===== config.mk =====
export PLATFORM = sky130hd
export DESIGN_NAME = prescaled_timer
export DESIGN_NICKNAME = d
export VERILOG_FILES = /design/src/rtl/tmr_pkg.sv /design/src/rtl/tmr_prescaler.sv /design/src/rtl/tmr_downcount.sv /design/src/rtl/tmr_regs.sv /design/src/rtl/prescaled_timer.sv
export SDC_FILE = /design/constraint.sdc
export NUM_CORES = 1
export LEC_CHECK = 0
export CELL_PAD_IN_SITES_DETAIL_PLACEMENT = 0
export CELL_PAD_IN_SITES_GLOBAL_PLACEMENT = 1
export CORE_ASPECT_RATIO = 1.25
export CORE_MARGIN = 8
export CORE_UTILIZATION = 36
export CTS_BUF_LIST = sky130_fd_sc_hd__clkbuf_8
export CTS_CLUSTER_DIAMETER = 100
export CTS_CLUSTER_SIZE = 20
export DETAILED_ROUTE_END_ITERATION = 10
export GPL_TIMING_DRIVEN = 0
export PLACE_DENSITY = 0.8
export SLEW_MARGIN = 30
export SYNTH_ARGS = -nofsm -noshare
export SYNTH_HDL_FRONTEND = slang
export SYNTH_HIERARCHICAL = 1
export SYNTH_SLANG_ARGS = --single-unit
export TNS_END_PERCENT = 30

===== constraint.sdc =====
create_clock -name clk -period 1.8 [get_ports clk]
set_input_delay 0.18 -clock clk [delete_from_list [all_inputs] [get_ports clk]]
set_output_delay 0.18 -clock clk [all_outputs]
set_load 0.02 [all_outputs]

===== src/rtl/tmr_pkg.sv =====
`timescale 1ns/1ps
package tmr_pkg;

    localparam int TMR_DATA_W = 32;
    localparam int TMR_ADDR_W = 2;
    localparam int FLAG_BIT   = TMR_DATA_W - 1;

    typedef enum logic [1:0] {
        MODE_PERIODIC = 2'd0,
        MODE_ONESHOT  = 2'd1,
        MODE_SQUARE   = 2'd2,
        MODE_SPARE    = 2'd3
    } tmr_mode_e;

    typedef enum logic [TMR_ADDR_W-1:0] {
        REG_CTRL     = 2'd0,
        REG_PRESCALE = 2'd1,
        REG_RELOAD   = 2'd2,
        REG_STATUS   = 2'd3
    } tmr_reg_e;

    // Control word layout, LSB first: run, mode, irq_en
    typedef struct packed {
        logic      irq_en;
        tmr_mode_e mode;
        logic      run;
    } tmr_ctrl_t;

    localparam int CTRL_W = $bits(tmr_ctrl_t);

    // Expiry raises the flag in every mode but the square-wave one
    function automatic logic mode_sets_flag(tmr_mode_e m);
        return m != MODE_SQUARE;
    endfunction

    // Expiry halts the timer only in one-shot mode
    function automatic logic mode_halts(tmr_mode_e m);
        return m == MODE_ONESHOT;
    endfunction

    function automatic logic mode_toggles(tmr_mode_e m);
        return m == MODE_SQUARE;
    endfunction

endpackage


===== src/rtl/tmr_prescaler.sv =====
`timescale 1ns/1ps
module tmr_prescaler #(
    parameter int PRE_W = 8
) (
    input  logic             clk,
    input  logic             rst,
    input  logic             run,
    input  logic [PRE_W-1:0] presc,
    output logic             tick
);

    logic [PRE_W-1:0] pre_q;

    assign tick = run && (pre_q == '0);

    // While stopped the stage is held at the programmed value, so that
    // enabling always starts a full prescale period.
    always_ff @(posedge clk) begin
        if (rst) begin
            pre_q <= '0;
        end else if (!run || tick) begin
            pre_q <= presc;
        end else begin
            pre_q <= pre_q - 1'b1;
        end
    end

    // a nonzero prescale value never yields back-to-back ticks
    p_tick_spacing_r2: assert property (@(posedge clk) disable iff (rst)
        (tick && presc != '0) |=> !tick);

    // the first cycle after run rises starts a fresh prescale period
    p_restart_r9: assert property (@(posedge clk) disable iff (rst)
        ($rose(run) && presc != '0) |-> !tick);

endmodule


===== src/rtl/tmr_downcount.sv =====
`timescale 1ns/1ps
module tmr_downcount #(
    parameter int CNT_W = 16
) (
    input  logic             clk,
    input  logic             rst,
    input  logic             tick,
    input  logic             load,
    input  logic [CNT_W-1:0] load_val,
    input  logic [CNT_W-1:0] reload,
    output logic [CNT_W-1:0] count,
    output logic             expire
);

    logic at_zero;

    assign at_zero = (count == '0);
    assign expire  = tick && at_zero;

    always_ff @(posedge clk) begin
        if (rst) begin
            count <= '0;
        end else if (load) begin
            count <= load_val;
        end else if (tick) begin
            count <= at_zero ? reload : count - 1'b1;
        end
    end

    // expiry puts the reload value back into the count
    p_expire_reload_r3: assert property (@(posedge clk) disable iff (rst)
        (expire && !load) |=> count == $past(reload));

    // a tick on a nonzero count steps it down by one
    p_step_r2: assert property (@(posedge clk) disable iff (rst)
        (tick && !at_zero && !load) |=> count == $past(count) - 1'b1);

    // no tick and no load means the count holds
    p_hold_r4: assert property (@(posedge clk) disable iff (rst)
        (!tick && !load) |=> $stable(count));

endmodule


===== src/rtl/tmr_regs.sv =====
`timescale 1ns/1ps
module tmr_regs
    import tmr_pkg::*;
#(
    parameter int PRE_W = 8,
    parameter int CNT_W = 16
) (
    input  logic                  clk,
    input  logic                  rst,
    input  logic [TMR_ADDR_W-1:0] reg_addr,
    input  logic                  wr_en,
    input  logic [TMR_DATA_W-1:0] wr_data,
    output logic [TMR_DATA_W-1:0] rd_data,
    input  logic                  expire,
    input  logic [CNT_W-1:0]      count,
    output tmr_ctrl_t             ctrl,
    output logic [PRE_W-1:0]      presc,
    output logic [CNT_W-1:0]      reload,
    output logic                  load_now,
    output logic                  flag
);

    logic wr_ctrl, wr_pre, wr_rel, wr_stat;
    logic clear_req, set_req;

    assign wr_ctrl   = wr_en && (reg_addr == REG_CTRL);
    assign wr_pre    = wr_en && (reg_addr == REG_PRESCALE);
    assign wr_rel    = wr_en && (reg_addr == REG_RELOAD);
    assign wr_stat   = wr_en && (reg_addr == REG_STATUS);
    assign clear_req = wr_stat && wr_data[FLAG_BIT];
    assign set_req   = expire && mode_sets_flag(ctrl.mode);
    assign load_now  = wr_rel && !ctrl.run;

    // Control: a software write takes precedence over the one-shot halt
    always_ff @(posedge clk) begin
        if (rst) begin
            ctrl <= '0;
        end else if (wr_ctrl) begin
            ctrl <= tmr_ctrl_t'(wr_data[CTRL_W-1:0]);
        end else if (expire && mode_halts(ctrl.mode)) begin
            ctrl.run <= 1'b0;
        end
    end

    always_ff @(posedge clk) begin
        if (rst) begin
            presc  <= '0;
            reload <= '0;
        end else begin
            if (wr_pre) presc  <= wr_data[PRE_W-1:0];
            if (wr_rel) reload <= wr_data[CNT_W-1:0];
        end
    end

    // Sticky flag: a hardware set outranks a software clear on the same edge
    always_ff @(posedge clk) begin
        if (rst) begin
            flag <= 1'b0;
        end else if (set_req) begin
            flag <= 1'b1;
        end else if (clear_req) begin
            flag <= 1'b0;
        end
    end

    always_comb begin
        rd_data = '0;
        unique case (tmr_reg_e'(reg_addr))
            REG_CTRL:     rd_data[CTRL_W-1:0] = ctrl;
            REG_PRESCALE: rd_data[PRE_W-1:0]  = presc;
            REG_RELOAD:   rd_data[CNT_W-1:0]  = reload;
            REG_STATUS: begin
                rd_data[CNT_W-1:0] = count;
                rd_data[FLAG_BIT]  = flag;
            end
            default:      rd_data = '0;
        endcase
    end

    // one-shot expiry clears run unless software rewrites control
    p_oneshot_stop_r4: assert property (@(posedge clk) disable iff (rst)
        (expire && ctrl.mode == MODE_ONESHOT && !wr_ctrl) |=> !ctrl.run);

    // expiry in a flag-raising mode always leaves the flag set
    p_set_wins_r10: assert property (@(posedge clk) disable iff (rst)
        (expire && ctrl.mode != MODE_SQUARE) |=> flag);

    // without a clearing write the flag stays set
    p_sticky_r6: assert property (@(posedge clk) disable iff (rst)
        (flag && !clear_req) |=> flag);

endmodule


===== src/rtl/prescaled_timer.sv =====
`timescale 1ns/1ps
module prescaled_timer
    import tmr_pkg::*;
#(
    parameter int PRE_W = 8,
    parameter int CNT_W = 16
) (
    input  logic                  clk,
    input  logic                  rst,
    input  logic [TMR_ADDR_W-1:0] reg_addr,
    input  logic                  wr_en,
    input  logic [TMR_DATA_W-1:0] wr_data,
    output logic [TMR_DATA_W-1:0] rd_data,
    output logic                  irq,
    output logic                  wave
);

    tmr_ctrl_t        ctrl;
    logic [PRE_W-1:0] presc;
    logic [CNT_W-1:0] reload;
    logic [CNT_W-1:0] count;
    logic             load_now, flag, tick, expire;
    logic             wave_q;

    tmr_regs #(.PRE_W(PRE_W), .CNT_W(CNT_W)) u_regs (
        .clk      (clk),
        .rst      (rst),
        .reg_addr (reg_addr),
        .wr_en    (wr_en),
        .wr_data  (wr_data),
        .rd_data  (rd_data),
        .expire   (expire),
        .count    (count),
        .ctrl     (ctrl),
        .presc    (presc),
        .reload   (reload),
        .load_now (load_now),
        .flag     (flag)
    );

    tmr_prescaler #(.PRE_W(PRE_W)) u_pre (
        .clk   (clk),
        .rst   (rst),
        .run   (ctrl.run),
        .presc (presc),
        .tick  (tick)
    );

    tmr_downcount #(.CNT_W(CNT_W)) u_cnt (
        .clk      (clk),
        .rst      (rst),
        .tick     (tick),
        .load     (load_now),
        .load_val (wr_data[CNT_W-1:0]),
        .reload   (reload),
        .count    (count),
        .expire   (expire)
    );

    always_ff @(posedge clk) begin
        if (rst || !mode_toggles(ctrl.mode)) begin
            wave_q <= 1'b0;
        end else if (expire) begin
            wave_q <= !wave_q;
        end
    end

    assign wave = wave_q;
    assign irq  = flag && ctrl.irq_en;

    // square-wave expiry flips the output pin
    p_wave_toggle_r5: assert property (@(posedge clk) disable iff (rst)
        (expire && ctrl.mode == MODE_SQUARE && !(wr_en && reg_addr == REG_CTRL))
        |=> wave != $past(wave));

    // outside square-wave mode the pin goes low and stays low
    p_wave_quiet_r5: assert property (@(posedge clk) disable iff (rst)
        (ctrl.mode != MODE_SQUARE && !(wr_en && reg_addr == REG_CTRL)) |=> !wave);

    // the request never appears while interrupts are disabled
    p_irq_gate_r7: assert property (@(posedge clk) disable iff (rst)
        !ctrl.irq_en |-> !irq);

endmodule


======== Word level (Yosys, flattened, before mapping) ========
Cells that the tools add are included.
operators by class
  eq/ne operators ......................... 6
  $add $sub $neg .......................... 2
  reductions and logical operators ........ 22
  mux-type cells .......................... 12
operator list
  kind                                                                    count
  16-bit 2-to-1 mux                                                       3
  16-bit zero test                                                        1
  4-bit one-hot mux with 4 select lines                                   1
  8-bit one-hot mux with 2 select lines                                   1
  16-bit by 1-bit subtractor with 16-bit output (second input constant)   1
  4-bit one-hot mux with 3 select lines                                   1
  1-bit logical AND                                                       11
  8-bit zero test                                                         1
  8-bit 2-to-1 mux                                                        1
  8-bit by 1-bit subtractor with 8-bit output (second input constant)     1
  2-bit equality test (second input constant)                             3
  2-bit nonzero test                                                      3
  1-bit 2-to-1 mux                                                        5
  2-bit by 1-bit equality test with 1-bit output (second input constant)  2
  1-bit zero test                                                         3
  2-bit zero test                                                         1
  1-bit logical OR                                                        2
  2-bit != test (second input constant)                                   1
word-level totals
  logic and storage cells ................. 51
  register bits after elaboration ......... 54
  bits of input ports ..................... 37
  output and inout port bits .............. 34

======== Depth between registers and ports, before layout ========
  depth after elaboration ................. 6
  gate-level depth with buffers ........... 10
  mapped depth without buffers ............ 9

======== Hierarchy ========
The synthesis kept the hierarchy.
by module, submodules not included
  module           area each (sq um)  cells an instance  seq. area each (sq um)  instances
  tmr_regs         1535.2             179                580.6                   1
  tmr_downcount    1391.3             177                320.3                   1
  tmr_prescaler    480.5              50                 160.2                   1
  prescaled_timer  50.0               4                  20.0                    1

======== Worst setup path before layout ========
No wires, ideal clock.
  kind .................................... register -> register
  start point ............................. reg u_pre.pre_q[3]
  end point ............................... reg u_regs/ctrl[0] (netlist name)
  setup time .............................. 0.130 ns
  buffers on the path ..................... 1
  data required time ...................... 1.670 ns
  period minus slack after synthesis ...... 1.955 ns
  setup slack ............................. -0.155 ns
  stages on the path, launching flop included .. 10
  arrival ................................. 1.825 ns
  cells stage by stage .................... dfxtp_1 nor4_4 nand3_1 nor2_1 clkbuf_1 inv_1 nor3_1 nand2_1 o21ai_0 o31ai_1
on the way
  longest elaborated chain between the ends .. 5
RTL lines
  item                                 line                   text
  start, declared                      tmr_prescaler.sv:12    logic [PRE_W-1:0] pre_q;
  start signal, assigned               tmr_prescaler.sv:22    pre_q <= presc;
  start signal, assigned               tmr_prescaler.sv:24    pre_q <= pre_q - 1'b1;
  8-bit zero test                      tmr_prescaler.sv:14    assign tick = run && (pre_q == '0);
  1-bit logical AND                    tmr_prescaler.sv:14
  net tick                             prescaled_timer.sv:22  logic load_now, flag, tick, expire;
  1-bit logical AND                    tmr_downcount.sv:18    assign expire = tick && at_zero;
  net expire                           prescaled_timer.sv:22
  1-bit logical AND                    tmr_regs.sv:40         end else if (expire && mode_halts(ctrl.mode)) begin
  2-bit nonzero test (no source line)  --
The timed path passes the listed nets, and every way through them passes these cells.
A chain may end at the register's enable or synchronous reset.

======== Final worst setup path ========
  start point ............................. reg u_pre.pre_q[3]
  end point ............................... reg u_cnt.count[12]
on the way
  longest elaborated chain between the ends .. 3
RTL lines
  item                                 line                   text
  8-bit zero test                      tmr_prescaler.sv:14
  1-bit logical AND                    tmr_prescaler.sv:14
  net tick                             prescaled_timer.sv:22
  2-bit nonzero test (no source line)  --
  end signal, assigned                 tmr_downcount.sv:24    count <= load_val;
  end signal, assigned                 tmr_downcount.sv:26    count <= at_zero ? reload : count - 1'b1;
  end, declared                        tmr_downcount.sv:11    output logic [CNT_W-1:0] count,
The timed path passes the listed nets, and every way through them passes these cells.

==> flow_metrics.tcl <==
set metrics [dict create \
    ios 71 \
    total_power_mw 3.15 \
    synthSimpleGateAreaFrac_pct 27.7 \
    holdPathStages 3 \
    final-setup-viol-count 12 \
    initial_core_util_pct 36.5 \
    hpwl_um 7960 \
    synth_xor_area_share_pct 2.28 \
    die_h_um 126 \
    worstSetupPathType "reg -> reg" \
    leakagePower_nw 1.83 \
    wl_per_cell_um 17.7 \
    die_area_mm2 0.0130 \
    muxShareOfSynthArea_pct 8.25 \
    ys.flop_type "dfxtp_1" \
    critical_path.cell_chain "nor4_4 -> nand3_2 -> nor2_4 -> or3b_1 -> clkbuf_8 -> a41oi_2 -> o21ai_1 -> o22ai_1" \
    post-route-util_pct 47.2 \
    status "finished, violations left" \
    drtPass1Iterations 4 \
    min_period_ns 2.01 \
    cts_tree "yes" \
    startpoint "u_pre/pre_q[3]" \
    r2r-start "u_pre/pre_q[3]" \
    cts_buffers 5 \
    dp_slack_ns -1.08 \
    die_w_um 104 \
    clockBufferDepth 2 \
    drc_errors 0 \
    slew_headroom_pct 58.0 \
    grt_overflow 0 \
    max_freq_ghz 0.498 \
    postRouteAntennaNets 0 \
    ctsHoldBuffers 0 \
    holdWs_ns 0.437 \
    rsz0062_at_grt "true" \
    grt_max_degree 18 \
    max-cap-violations 0 \
    totalWireLength_um 10800 \
    hold_viol 0 \
    synthDistinctLibCells 73 \
    required_ns 2.04 \
    grt_use_total_pct 16.3 \
    slew_viol_final 0 \
    synth-compound-area-share_pct 19.8 \
    antenna_found_initial 0 \
    nets 526 \
    ys_warn_count 6 \
    cts.clk_slew.worst_paths_ns 0.10 \
    netlist_instances 410 \
    cp-start-kind "flip-flop" \
    max-vdd-ir-drop_mv 0.365 \
    seq_area_frac_synth_pct 31.3 \
    worst_pin_slew_ns 0.630 \
    synth_edf_count 0 \
    grt_pass1_vias 3330 \
    ff2ff_path_depth 8 \
    synth_top_family_by_area "simple AND/OR/NAND/NOR gates" \
    row_count 40 \
    hold-path-endpoint "u_regs/reload[11]" \
    clk_latency_ns 0.31 \
    n_antenna_cell 0 \
    vias_per_cell 5.25 \
    skew_ns 0.00465 \
    h-tree-depth 2 \
    gp_congestion 0.915 \
    r2r_setup_slack_ns -0.21 \
    cts.sinks 54 \
    cp-end-kind "flip-flop" \
    crit_path_max_fanout 4 \
    regArea_mm2 0.00110 \
    worst_path_largest_cell_delay_ns 0.38 \
    syn-cell-area_mm2 0.00346 \
    synth.ff_latch_count 54 \
    cts_root_buffer "clkbuf_8" \
    synthToLayoutAreaGrowth_pct 29.1 \
    synth_fa_ha_area_share_pct 1.45 \
    r2r_end "u_cnt/count[12]" \
    cp_top_family "simple AND/OR/NAND/NOR gates" \
    avgSynthCellArea_um2 8.43 \
    grt_pass1_wl_um 17300 \
    power_density_mw_per_mm2 705 \
    multi_input_area_mm2 0.00222 \
    finalCritPeriodShare_pct 111 \
    hp-class "in -> reg" \
    drtIter0Drc 253 \
    violations "setup timing" \
    core_mm2 0.00946 \
    min_from "wr_data[11]" \
    drive_gt1_share_pct 24.3 \
    place.port_buffers 40 \
    worst_slack_ns -0.207 \
    num-fill-cells 931 \
    cpMaxStageDelayCell "dfxtp_4" \
    cp_num_buf_inv 1 \
    vias 3215 \
    crit_arrival_ns 2.25 \
    async_reset_ff_share_pct 0 \
]
## cell usage in the layout, fill, tap and decap left out, types with 5 or more instances in the layout
cell type / count
nor3_1: 9
clkbuf_1: 8
o22ai_1: 8
clkbuf_8: 9
a211oi_2: 7
dlygate4sd2_1: 9
conb_1: 15
inv_1: 6
o21ai_1: 6
clkbuf_2: 6
nor2_1: 26
nor3b_1: 9
nand3_1: 11
a21oi_1: 42
nor4_1: 5
clkdlybuf4s50_1: 22
xnor2_1: 5
dfxtp_2: 6
mux2i_1: 15
buf_6: 9
dfxtp_1: 46
buf_4: 31
nor2b_1: 12
dlymetal6s2s_1: 7
nand2_1: 47
## metal layers
layer,share of wire (%),global-route usage [%],up-vias
met4,2.6,6.58,0
met3,5.6,3.08,24
met5,0,0,-
met2,52,29.9,98
met1,40,17.9,1490
li1,-,-,1603
## registers in the layout, summed over array words and instances (netlist names)
name	cells
u_regs/flag	1
u_regs/reload	16
u_regs/presc	8
wave	1
u_cnt/count	16
u_regs/ctrl	4
u_pre/pre_q	8
## report_power, final
part | leakage, nW | internal (mW) | switching [mW]
clock | 0.0478 | 0.318 | 0.436
sequential | 0.443 | 1.24 | 0.0657
combinational | 1.34 | 0.478 | 0.606
total | 1.83 | 2.04 | 1.11
## cells by family (layout without fill, tap and decap cells)
kind of cell,count (synthesis),count (layout)
AND/OR/NAND/NOR,163,163
AO/OA/AOI/OAI,100,100
buffers and inverters,56,118
flip-flops,54,54
multiplexers,23,23
XOR/XNOR,9,9
adder cells (fa/ha/maj),4,4
other,1,15
## cell usage after synthesis (5+ instances only)
cell type,number,share of area [%]
o22ai_1,8,1.4
nor3_1,11,1.6
dfxtp_1,54,31
nor2_1,28,3.0
mux2i_1,15,4.3
nand2_1,48,5.2
nor3b_1,9,2.0
nand3_1,12,1.7
inv_1,10,1.1
buf_4,17,3.7
buf_6,5,1.6
nor2b_1,12,2.2
a211oi_2,7,2.5
o21ai_0,10,1.4
clkbuf_1,16,1.7
a21oi_1,42,6.1
xnor2_1,5,1.3
buf_2,5,0.72
nor4_1,5,0.90
## stage by stage
step,area [um^2],setup TNS (ns),cells
after floorplan,3520,-0.0731,424
after global placement,4080,-24.53,590
after detailed placement,4080,-24.89,590
after CTS,4330,-1.78,605
after global routing,4460,-2.89,612
final,4460,-1.35,612
## how the worst max path moves through the flow
| stage | end | slack [ns] | depth (start not counted) |
|---|---|---|---|
| 2_1_floorplan | u_cnt/count[9] | -0.04 | 8 |
| 3_3_place_gp | u_cnt/count[2] | -1.06 | 9 |
| 3_5_place_dp | u_cnt/count[10] | -1.08 | 9 |
| 4_1_cts | u_cnt/count[9] | -0.24 | 8 |
| 5_1_grt | u_cnt/count[9] | -0.29 | 8 |
| 6_report | u_cnt/count[12] | -0.21 | 8 |
## tightest hold or removal path, delay by kind of cell
family	cells	cell delay, ns
AOI/OAI and AO/OA	1	0.05
and+or+nand+nor	1	0.06
buffers and inverters	1	0.42
## final cells by class
cell class,instances,area share [%]
flip-flops and latches,54,24.6
inverters,10,0.841
clock buffers,6,1.85
repair buffers,55,11.7
plain buffers,45,7.46
multi-input cells,314,49.7
clock inverters,2,0.365
well taps,126,3.53
## repair_timing
action / 4_1_cts / 5_1_grt
gates resized for setup: 55 / 24
gates cloned: 0 / 0
pin swaps: 10 / 9
endpoints found under the setup margin: 36 / 31
setup buffers: 8 / 7
Note: power is estimated with default switching activity, not from simulation.
